<file path="src/rtl/eeprom_pkg.sv">
package eeprom_pkg;
  typedef enum logic [2:0] {
    ST_IDLE,
    ST_DEV,
    ST_WADDR,
    ST_WDATA,
    ST_RDATA
  } bus_state_e;

  localparam logic [3:0] DEV_CODE = 4'b1010;
endpackage

</file>
<file path="src/rtl/eeprom_bus_sync.sv">
module eeprom_bus_sync #(
  parameter int STAGES = 2
) (
  input  logic clk_i,
  input  logic rst_ni,
  input  logic scl_i,
  input  logic sda_i,
  output logic sda_o,
  output logic scl_rise_o,
  output logic scl_fall_o,
  output logic start_o,
  output logic stop_o
);
  // [STAGES-1] is the synchronized value, [STAGES] its previous sample
  logic [STAGES:0] scl_q, sda_q;

  always_ff @(posedge clk_i or negedge rst_ni) begin
    if (!rst_ni) begin
      scl_q <= '1;
      sda_q <= '1;
    end else begin
      scl_q <= {scl_q[STAGES-1:0], scl_i};
      sda_q <= {sda_q[STAGES-1:0], sda_i};
    end
  end

  logic scl_now, scl_prev, sda_now, sda_prev;
  assign scl_now  = scl_q[STAGES-1];
  assign scl_prev = scl_q[STAGES];
  assign sda_now  = sda_q[STAGES-1];
  assign sda_prev = sda_q[STAGES];

  assign sda_o      = sda_now;
  assign scl_rise_o = scl_now & ~scl_prev;
  assign scl_fall_o = ~scl_now & scl_prev;
  assign start_o    = scl_now & scl_prev & sda_prev & ~sda_now;
  assign stop_o     = scl_now & scl_prev & ~sda_prev & sda_now;
endmodule

</file>
<file path="src/rtl/eeprom_page_buf.sv">
module eeprom_page_buf #(
  parameter int PAGE_AW = 3
) (
  input  logic                              clk_i,
  input  logic                              rst_ni,
  input  logic                              clr_i,
  input  logic                              wr_i,
  input  logic [PAGE_AW-1:0]                off_i,
  input  logic [7:0]                        data_i,
  output logic [(1<<PAGE_AW)-1:0]           valid_o,
  output logic [(1<<PAGE_AW)-1:0][7:0]      data_o
);
  always_ff @(posedge clk_i or negedge rst_ni) begin
    if (!rst_ni) begin
      valid_o <= '0;
      data_o  <= '0;
    end else if (clr_i) begin
      valid_o <= '0;
    end else if (wr_i) begin
      valid_o[off_i] <= 1'b1;
      data_o[off_i]  <= data_i;
    end
  end
endmodule

</file>
<file path="src/rtl/eeprom_mem_array.sv">
module eeprom_mem_array #(
  parameter int AW      = 7,
  parameter int PAGE_AW = 3
) (
  input  logic                         clk_i,
  input  logic                         rst_ni,
  input  logic                         commit_i,
  input  logic [AW-PAGE_AW-1:0]        page_i,
  input  logic [(1<<PAGE_AW)-1:0]      valid_i,
  input  logic [(1<<PAGE_AW)-1:0][7:0] data_i,
  input  logic [AW-1:0]                rd_addr_i,
  output logic [7:0]                   rd_data_o
);
  localparam int WORDS = 1 << AW;
  localparam int PAGE  = 1 << PAGE_AW;

  logic [7:0] mem_q [WORDS];

  always_ff @(posedge clk_i or negedge rst_ni) begin
    if (!rst_ni) begin
      for (int w = 0; w < WORDS; w++) mem_q[w] <= 8'hFF;
    end else if (commit_i) begin
      for (int o = 0; o < PAGE; o++)
        if (valid_i[o]) mem_q[{page_i, o[PAGE_AW-1:0]}] <= data_i[o];
    end
  end

  assign rd_data_o = mem_q[rd_addr_i];
endmodule

</file>
<file path="src/rtl/eeprom_slave.sv">
module eeprom_slave
  import eeprom_pkg::*;
#(
  parameter int MEM_AW   = 7,
  parameter int PAGE_AW  = 3,
  parameter int BUSY_CYC = 200
) (
  input  logic       clk_i,
  input  logic       rst_ni,
  input  logic       scl_i,
  input  logic       sda_i,
  input  logic [2:0] strap_i,
  input  logic       wp_i,
  output logic       sda_oe_o
);
  localparam int  WA_W     = (MEM_AW > 8) ? 8 : MEM_AW;
  localparam bit  PAGE_SEL = (MEM_AW > 8);
  localparam int  PAGE     = 1 << PAGE_AW;
  localparam int  BUSY_W   = $clog2(BUSY_CYC + 1);

  logic sda_s, scl_rise, scl_fall, start_det, stop_det;

  eeprom_bus_sync #(.STAGES(2)) u_sync (
    .clk_i      (clk_i),
    .rst_ni     (rst_ni),
    .scl_i      (scl_i),
    .sda_i      (sda_i),
    .sda_o      (sda_s),
    .scl_rise_o (scl_rise),
    .scl_fall_o (scl_fall),
    .start_o    (start_det),
    .stop_o     (stop_det)
  );

  bus_state_e            state_q;
  logic [3:0]            bit_cnt_q;
  logic [7:0]            shreg_q;
  logic                  oe_q;
  logic [MEM_AW-1:0]     addr_q;
  logic [BUSY_W-1:0]     busy_q;
  logic                  busy_act;
  logic                  byte_done, sel_ok, buf_clr, buf_wr, commit;
  logic [PAGE-1:0]       buf_valid;
  logic [PAGE-1:0][7:0]  buf_data;
  logic [7:0]            rd_data;

  assign busy_act  = (busy_q != '0);
  assign byte_done = scl_fall && (bit_cnt_q == 4'd8);
  assign buf_clr   = byte_done && (state_q == ST_WADDR);
  assign buf_wr    = byte_done && (state_q == ST_WDATA);
  assign commit    = stop_det && (state_q == ST_WDATA) && (|buf_valid) && !wp_i;

  always_comb begin
    sel_ok = (shreg_q[7:4] == DEV_CODE) && (shreg_q[3:2] == strap_i[2:1]) && !busy_act;
    if (!PAGE_SEL) sel_ok = sel_ok && (shreg_q[1] == strap_i[0]);
  end

  eeprom_page_buf #(.PAGE_AW(PAGE_AW)) u_buf (
    .clk_i   (clk_i),
    .rst_ni  (rst_ni),
    .clr_i   (buf_clr),
    .wr_i    (buf_wr),
    .off_i   (addr_q[PAGE_AW-1:0]),
    .data_i  (shreg_q),
    .valid_o (buf_valid),
    .data_o  (buf_data)
  );

  eeprom_mem_array #(.AW(MEM_AW), .PAGE_AW(PAGE_AW)) u_mem (
    .clk_i     (clk_i),
    .rst_ni    (rst_ni),
    .commit_i  (commit),
    .page_i    (addr_q[MEM_AW-1:PAGE_AW]),
    .valid_i   (buf_valid),
    .data_i    (buf_data),
    .rd_addr_i (addr_q),
    .rd_data_o (rd_data)
  );

  always_ff @(posedge clk_i or negedge rst_ni) begin
    if (!rst_ni) begin
      state_q   <= ST_IDLE;
      bit_cnt_q <= '0;
      shreg_q   <= '0;
      oe_q      <= 1'b0;
      addr_q    <= '0;
      busy_q    <= '0;
    end else begin
      if (busy_act) busy_q <= busy_q - BUSY_W'(1);
      if (start_det) begin
        state_q   <= ST_DEV;
        bit_cnt_q <= '0;
        oe_q      <= 1'b0;
      end else if (stop_det) begin
        state_q <= ST_IDLE;
        oe_q    <= 1'b0;
        if (commit) busy_q <= BUSY_W'(BUSY_CYC);
      end else begin
        unique case (state_q)
          ST_DEV, ST_WADDR, ST_WDATA: begin
            if (scl_rise && bit_cnt_q < 4'd8) begin
              shreg_q   <= {shreg_q[6:0], sda_s};
              bit_cnt_q <= bit_cnt_q + 4'd1;
            end else if (byte_done) begin
              bit_cnt_q <= 4'd9;
              if (state_q == ST_DEV) begin
                if (sel_ok) begin
                  oe_q    <= 1'b1;
                  state_q <= shreg_q[0] ? ST_RDATA : ST_WADDR;
                  if (PAGE_SEL) addr_q[MEM_AW-1] <= shreg_q[1];
                end else begin
                  state_q <= ST_IDLE;
                end
              end else begin
                oe_q <= 1'b1;
                if (state_q == ST_WADDR) begin
                  addr_q[WA_W-1:0] <= shreg_q[WA_W-1:0];
                  state_q          <= ST_WDATA;
                end else begin
                  addr_q[PAGE_AW-1:0] <= addr_q[PAGE_AW-1:0] + PAGE_AW'(1);
                end
              end
            end else if (scl_fall && bit_cnt_q == 4'd9) begin
              oe_q      <= 1'b0;
              bit_cnt_q <= '0;
            end
          end
          ST_RDATA: begin
            if (scl_fall) begin
              if (bit_cnt_q == 4'd9) begin
                // ack slot of the select byte ends: present MSB
                shreg_q   <= rd_data;
                oe_q      <= ~rd_data[7];
                bit_cnt_q <= '0;
                addr_q    <= addr_q + MEM_AW'(1);
              end else if (bit_cnt_q < 4'd7) begin
                shreg_q   <= {shreg_q[6:0], 1'b0};
                oe_q      <= ~shreg_q[6];
                bit_cnt_q <= bit_cnt_q + 4'd1;
              end else if (bit_cnt_q == 4'd7) begin
                oe_q      <= 1'b0;
                bit_cnt_q <= 4'd8;
              end else begin
                state_q   <= ST_IDLE;
                bit_cnt_q <= '0;
              end
            end
          end
          default: ;
        endcase
      end
    end
  end

  assign sda_oe_o = oe_q;
endmodule

</file>
<file path="config.mk">
export PLATFORM = sky130hd
export DESIGN_NAME = eeprom_slave
export DESIGN_NICKNAME = d
export VERILOG_FILES = /design/src/rtl/eeprom_pkg.sv /design/src/rtl/eeprom_bus_sync.sv /design/src/rtl/eeprom_page_buf.sv /design/src/rtl/eeprom_mem_array.sv /design/src/rtl/eeprom_slave.sv
export SDC_FILE = /design/constraint.sdc
export NUM_CORES = 2
export LEC_CHECK = 0
export BUFFER_PORTS_ARGS = -buffer_cell sky130_fd_sc_hd__buf_4
export CORE_AREA = 2 2 303 305
export DETAILED_ROUTE_END_ITERATION = 8
export DIE_AREA = 0 0 305 307
export GPL_ROUTABILITY_DRIVEN = 1
export HOLD_SLACK_MARGIN = 0.1
export MAX_ROUTING_LAYER = met4
export PLACE_DENSITY = 0.73
export SLEW_MARGIN = 20
export SYNTH_ARGS = -nofsm -noshare
export SYNTH_HDL_FRONTEND = slang
export SYNTH_SLANG_ARGS = --single-unit
</file>
<file path="constraint.sdc">
create_clock -name clk_i -period 3 [get_ports clk_i]
set_input_delay 0.9 -clock clk_i [delete_from_list [all_inputs] [get_ports clk_i]]
set_output_delay 0.9 -clock clk_i [all_outputs]
set_load 0.02 [all_outputs]
</file>
==> impl_results.md <==
* Outcome: completed
* Register bit total from synthesis at around 1,100
* RSZ-0062 raised after global routing: true
* Residual DRC at 0
* Avg Synthesized Cell Area at 16.0 um2
* Via count at 32,457
* Wire length per cell at around 35 um
* Drt via density at between 6 and 7
* Gate power share at under 10%
* Port Buffers at 8
* Grt ovf at 0
* Final worst path period need at roughly 3000 ps
* Sequential fraction of design power at between 40% and 50%
* Starting DRT DRC Count at around 3,400
* Initial core utilization at 58.3%
* Switching Share at 22.0%
* Worst slew margin relative to its limit at 19.3%
* Placed cell area at roughly 56,000 um2
* Crit path capture type: flop
* Combinational family with the most area after synthesis: multiplexers
* Critical Path Source: addr_q[2]
* Top_reg_cell synth: dfstp_2
* Setup violators final at 0
* Core ar. at just over 90,000 um2
* CP Class: flop to flop
* Clk buf depth at 3
* Maximum vdd drop at around 0.52 mV
* Synth warn at 0
* Area Growth Syn to Fin at 13.5%
* Clock power frac at 47.8%
* Total of max-cap violations at 0
* Sink Count at roughly 1,100
* Post-Synth XOR/XNOR Area at less than 1%
* P per Cell Area at roughly 520 nW/um2
* Largest net degree at the start of global routing at between 100 and 150
* Hold Crit Class: input pin to flop
* Pre-CTS setup slack at -121 ps
* Synth Area in Adders at 0.142%
* Post-Syn Area at 52,800 um2
* GRT Total Usage at roughly 38%
* Die Width at ~310 um
* Post-synthesis compound-gate area fraction at roughly 2.3%
* Worst-path clk slew at 60 ps
* Setup crit start kind: flop
* Final WL at about 170,000 um
* Critical path data required time at about 3600 ps
* Psw at about 6.9 mW
* Worst-path maximum fanout at 12
* Final instance area at about 60,000 um2
* RePlAce Congestion at just over 1
* CP arrival at ~3600 ps
* Root buf cell: clkbuf_16
* Tightest Pin Transition at 1210 ps
* Boundary Pins at 9
* Commonest non-fill, non-tap cell in the layout: dfstp_2
* Reg2reg start: addr_q[2]
* Cell count after synthesis at between 3,000 and 4,000
* Internal Pwr Total at ~24 mW
* DP HPWL at ~110,000 um
* Fin crit share at 98.9%
* End of the critical path: shreg_q[1]
* Antenna Nets Post-Route at 0
* Share of cells above drive strength 1 at 80.6%
* # rows at roughly 110
* R2R cell count at 9
* P_leak at 25.2 nW
* Post-synth EDFFs at 0
* CTS Buf Count at roughly 120
* Global-route wire length before repair at roughly 240,000 um
* Vias in the first global route at 32,997
* Most frequent cells in the layout: dfstp_2 (1,030), mux2_2 (988), mux4_2 (251), buf_4 (184), nand2_2 (130)
* DIE AREA at 93,600 um2
* F_max at about 340 MHz
* CTS tree: yes
* Die height at just over 300 um
* Hold Fails Final Rpt at 0
* Netlist cell types at 64
* Async SR Flop Fraction at between 90% and 100%
* Final worst setup slack at between 30 and 40 ps
* Post-synthesis mux area share at between 30% and 40%
* Reg2reg end: shreg_q[1]
* Initial antenna violation count at 9
* H-Tree Depth at 3
* FF-to-FF setup slack at about 32 ps
* Max Transition Viols Final at 0
* DR pass1 iterations at 7
* Worst skew pair latency at between 700 and 800 ps
* Nets@finish at about 3,500
* Sequential area share after synthesis at ~56%
* Synth Area in Simple Gates at roughly 3.6%
* Worst clock skew at between 20 and 25 ps
* Net Count, Synth at roughly 3,300
## synth_stat cells, types with 2 or more instances
library cell / count / area [um2]
and3b_1: 2 / 17.5
nor3b_1: 3 / 22.5
mux2i_1: 116 / 1160
a22oi_1: 11 / 82.6
nor3_1: 4 / 20.0
buf_4: 4 / 30.0
dfstp_2: 1030 / 27100
buf_6: 2 / 22.5
buf_1: 25 / 93.8
o31ai_1: 5 / 37.5
mux2_2: 988 / 11100
clkbuf_1: 111 / 417
and4_1: 3 / 26.3
a21boi_0: 5 / 37.5
nand2b_1: 7 / 43.8
o21a_1: 6 / 45.0
a22o_1: 5 / 43.8
nor3_4: 20 / 325
nand2_1: 36 / 135
a32oi_1: 2 / 17.5
or3_1: 6 / 37.5
dfrtp_1: 103 / 2580
nand2_2: 128 / 801
mux4_2: 251 / 5650
a221oi_1: 8 / 70.1
nor2_1: 66 / 248
nor2b_1: 6 / 37.5
nand3_1: 10 / 50.1
o21ai_0: 27 / 135
nor4b_1: 3 / 26.3
mux2_1: 97 / 1090
and3_1: 2 / 12.5
or2_2: 2 / 12.5
xnor2_1: 5 / 43.8
o31a_1: 7 / 61.3
a21oi_1: 26 / 130
xor2_1: 5 / 43.8
nor4_1: 5 / 31.3
buf_2: 51 / 255
ha_1: 6 / 75.1
inv_1: 16 / 60.1
a31oi_1: 4 / 25.0
o22ai_1: 66 / 413
and2_1: 2 / 12.5
## area by class of cell
cell class	instances	area, um2
Inverter	17	68.8
Fill cell	6234	30700
Tap cell	1186	1480
Antenna cell	8	20.0
Clock inverter	41	509
Sequential cell	1133	29700
Multi-Input combinational cell	1964	22400
Timing Repair Buffer	237	2420
Clock buffer	171	3450
## through the flow
stage / total power, mW / utilization (%) / setup TNS, ps / hold slack, ps / std cells
finish: 31.3 / 66.1 / 0 / 303 / 4757
CTS: 31.4 / 66.0 / 0 / 264 / 4737
detailed placement: 16.6 / 61.5 / -783 / 347 / 4518
floorplan: 15.9 / - / 0 / 345 / 3307
global placement: 16.5 / 61.5 / -384 / 351 / 4518
global route: 32.1 / 66.1 / 0 / 288 / 4753
## state kept, by name (all words and copies together), names as in the netlist
name,cells
addr_q,7
bit_cnt_q,4
busy_q,8
sda_oe_o,1
shreg_q,8
state_q,3
u_buf.data_o,64
u_buf.valid_o,8
u_mem.mem_q,1024
u_sync.scl_q,3
u_sync.sda_q,3
## power groups by stage
stage / Combinational (mW) / Sequential, mW / Clock [mW]
4_1_cts: 0.833 / 15.5 / 15.1
3_3_place_gp: 0.806 / 15.7 / 0
2_1_floorplan: 0.231 / 15.7 / 0
6_report: 0.841 / 15.5 / 14.9
5_1_grt: 0.907 / 15.5 / 15.7
3_5_place_dp: 0.833 / 15.7 / 0
## worst min-delay path by stage
stage	from	endpoint	cells after the start
2_1_floorplan	u_sync.scl_q[0]	u_sync.scl_q[1]	0
3_3_place_gp	u_sync.sda_q[0]	u_sync.sda_q[1]	0
3_5_place_dp	u_sync.sda_q[0]	u_sync.sda_q[1]	0
4_1_cts	scl_i	u_sync.scl_q[0]	1
5_1_grt	sda_i	u_sync.sda_q[0]	1
6_report	scl_i	u_sync.scl_q[0]	1
## worst max-delay path, stage by stage, from the launching register on
cell and delay (ps):
dfrtp_4 540, buf_4 230, buf_4 210, buf_4 240, mux4_2 420, mux2i_1 160, o22ai_1 160, nor2_1 320
o22ai_1 230, o31a_1 330
## cells by family after synthesis
logic type	Yosys count
AOI/OAI and AO/OA	183
xor gates and xnor gates	10
adders and majority gates	6
buffers and inverters	210
DFF	1133
muxes	1452
and+or+nand+nor	313
## repair_timing
action / 4_1_cts / 5_1_grt
hold buffers: 1 / 0
setup endpoints to repair: 3 / 23
cloned: 0 / 0
endpoints found under the hold margin: 7 / 0
resized for setup: 4 / 12
setup buffers: 6 / 12
pin swaps: 1 / 2
## per-layer routing
metal / wire [um] / vias up / track usage [%]
li1: - / 12745 / -
met1: 70800 / 17823 / 52.8
met2: 77100 / 1580 / 55.1
met3: 14800 / 309 / 7.82
met4: 5990 / 0 / 13.1
met5: 0 / - / -
Note: power is estimated with default switching activity, not from simulation.
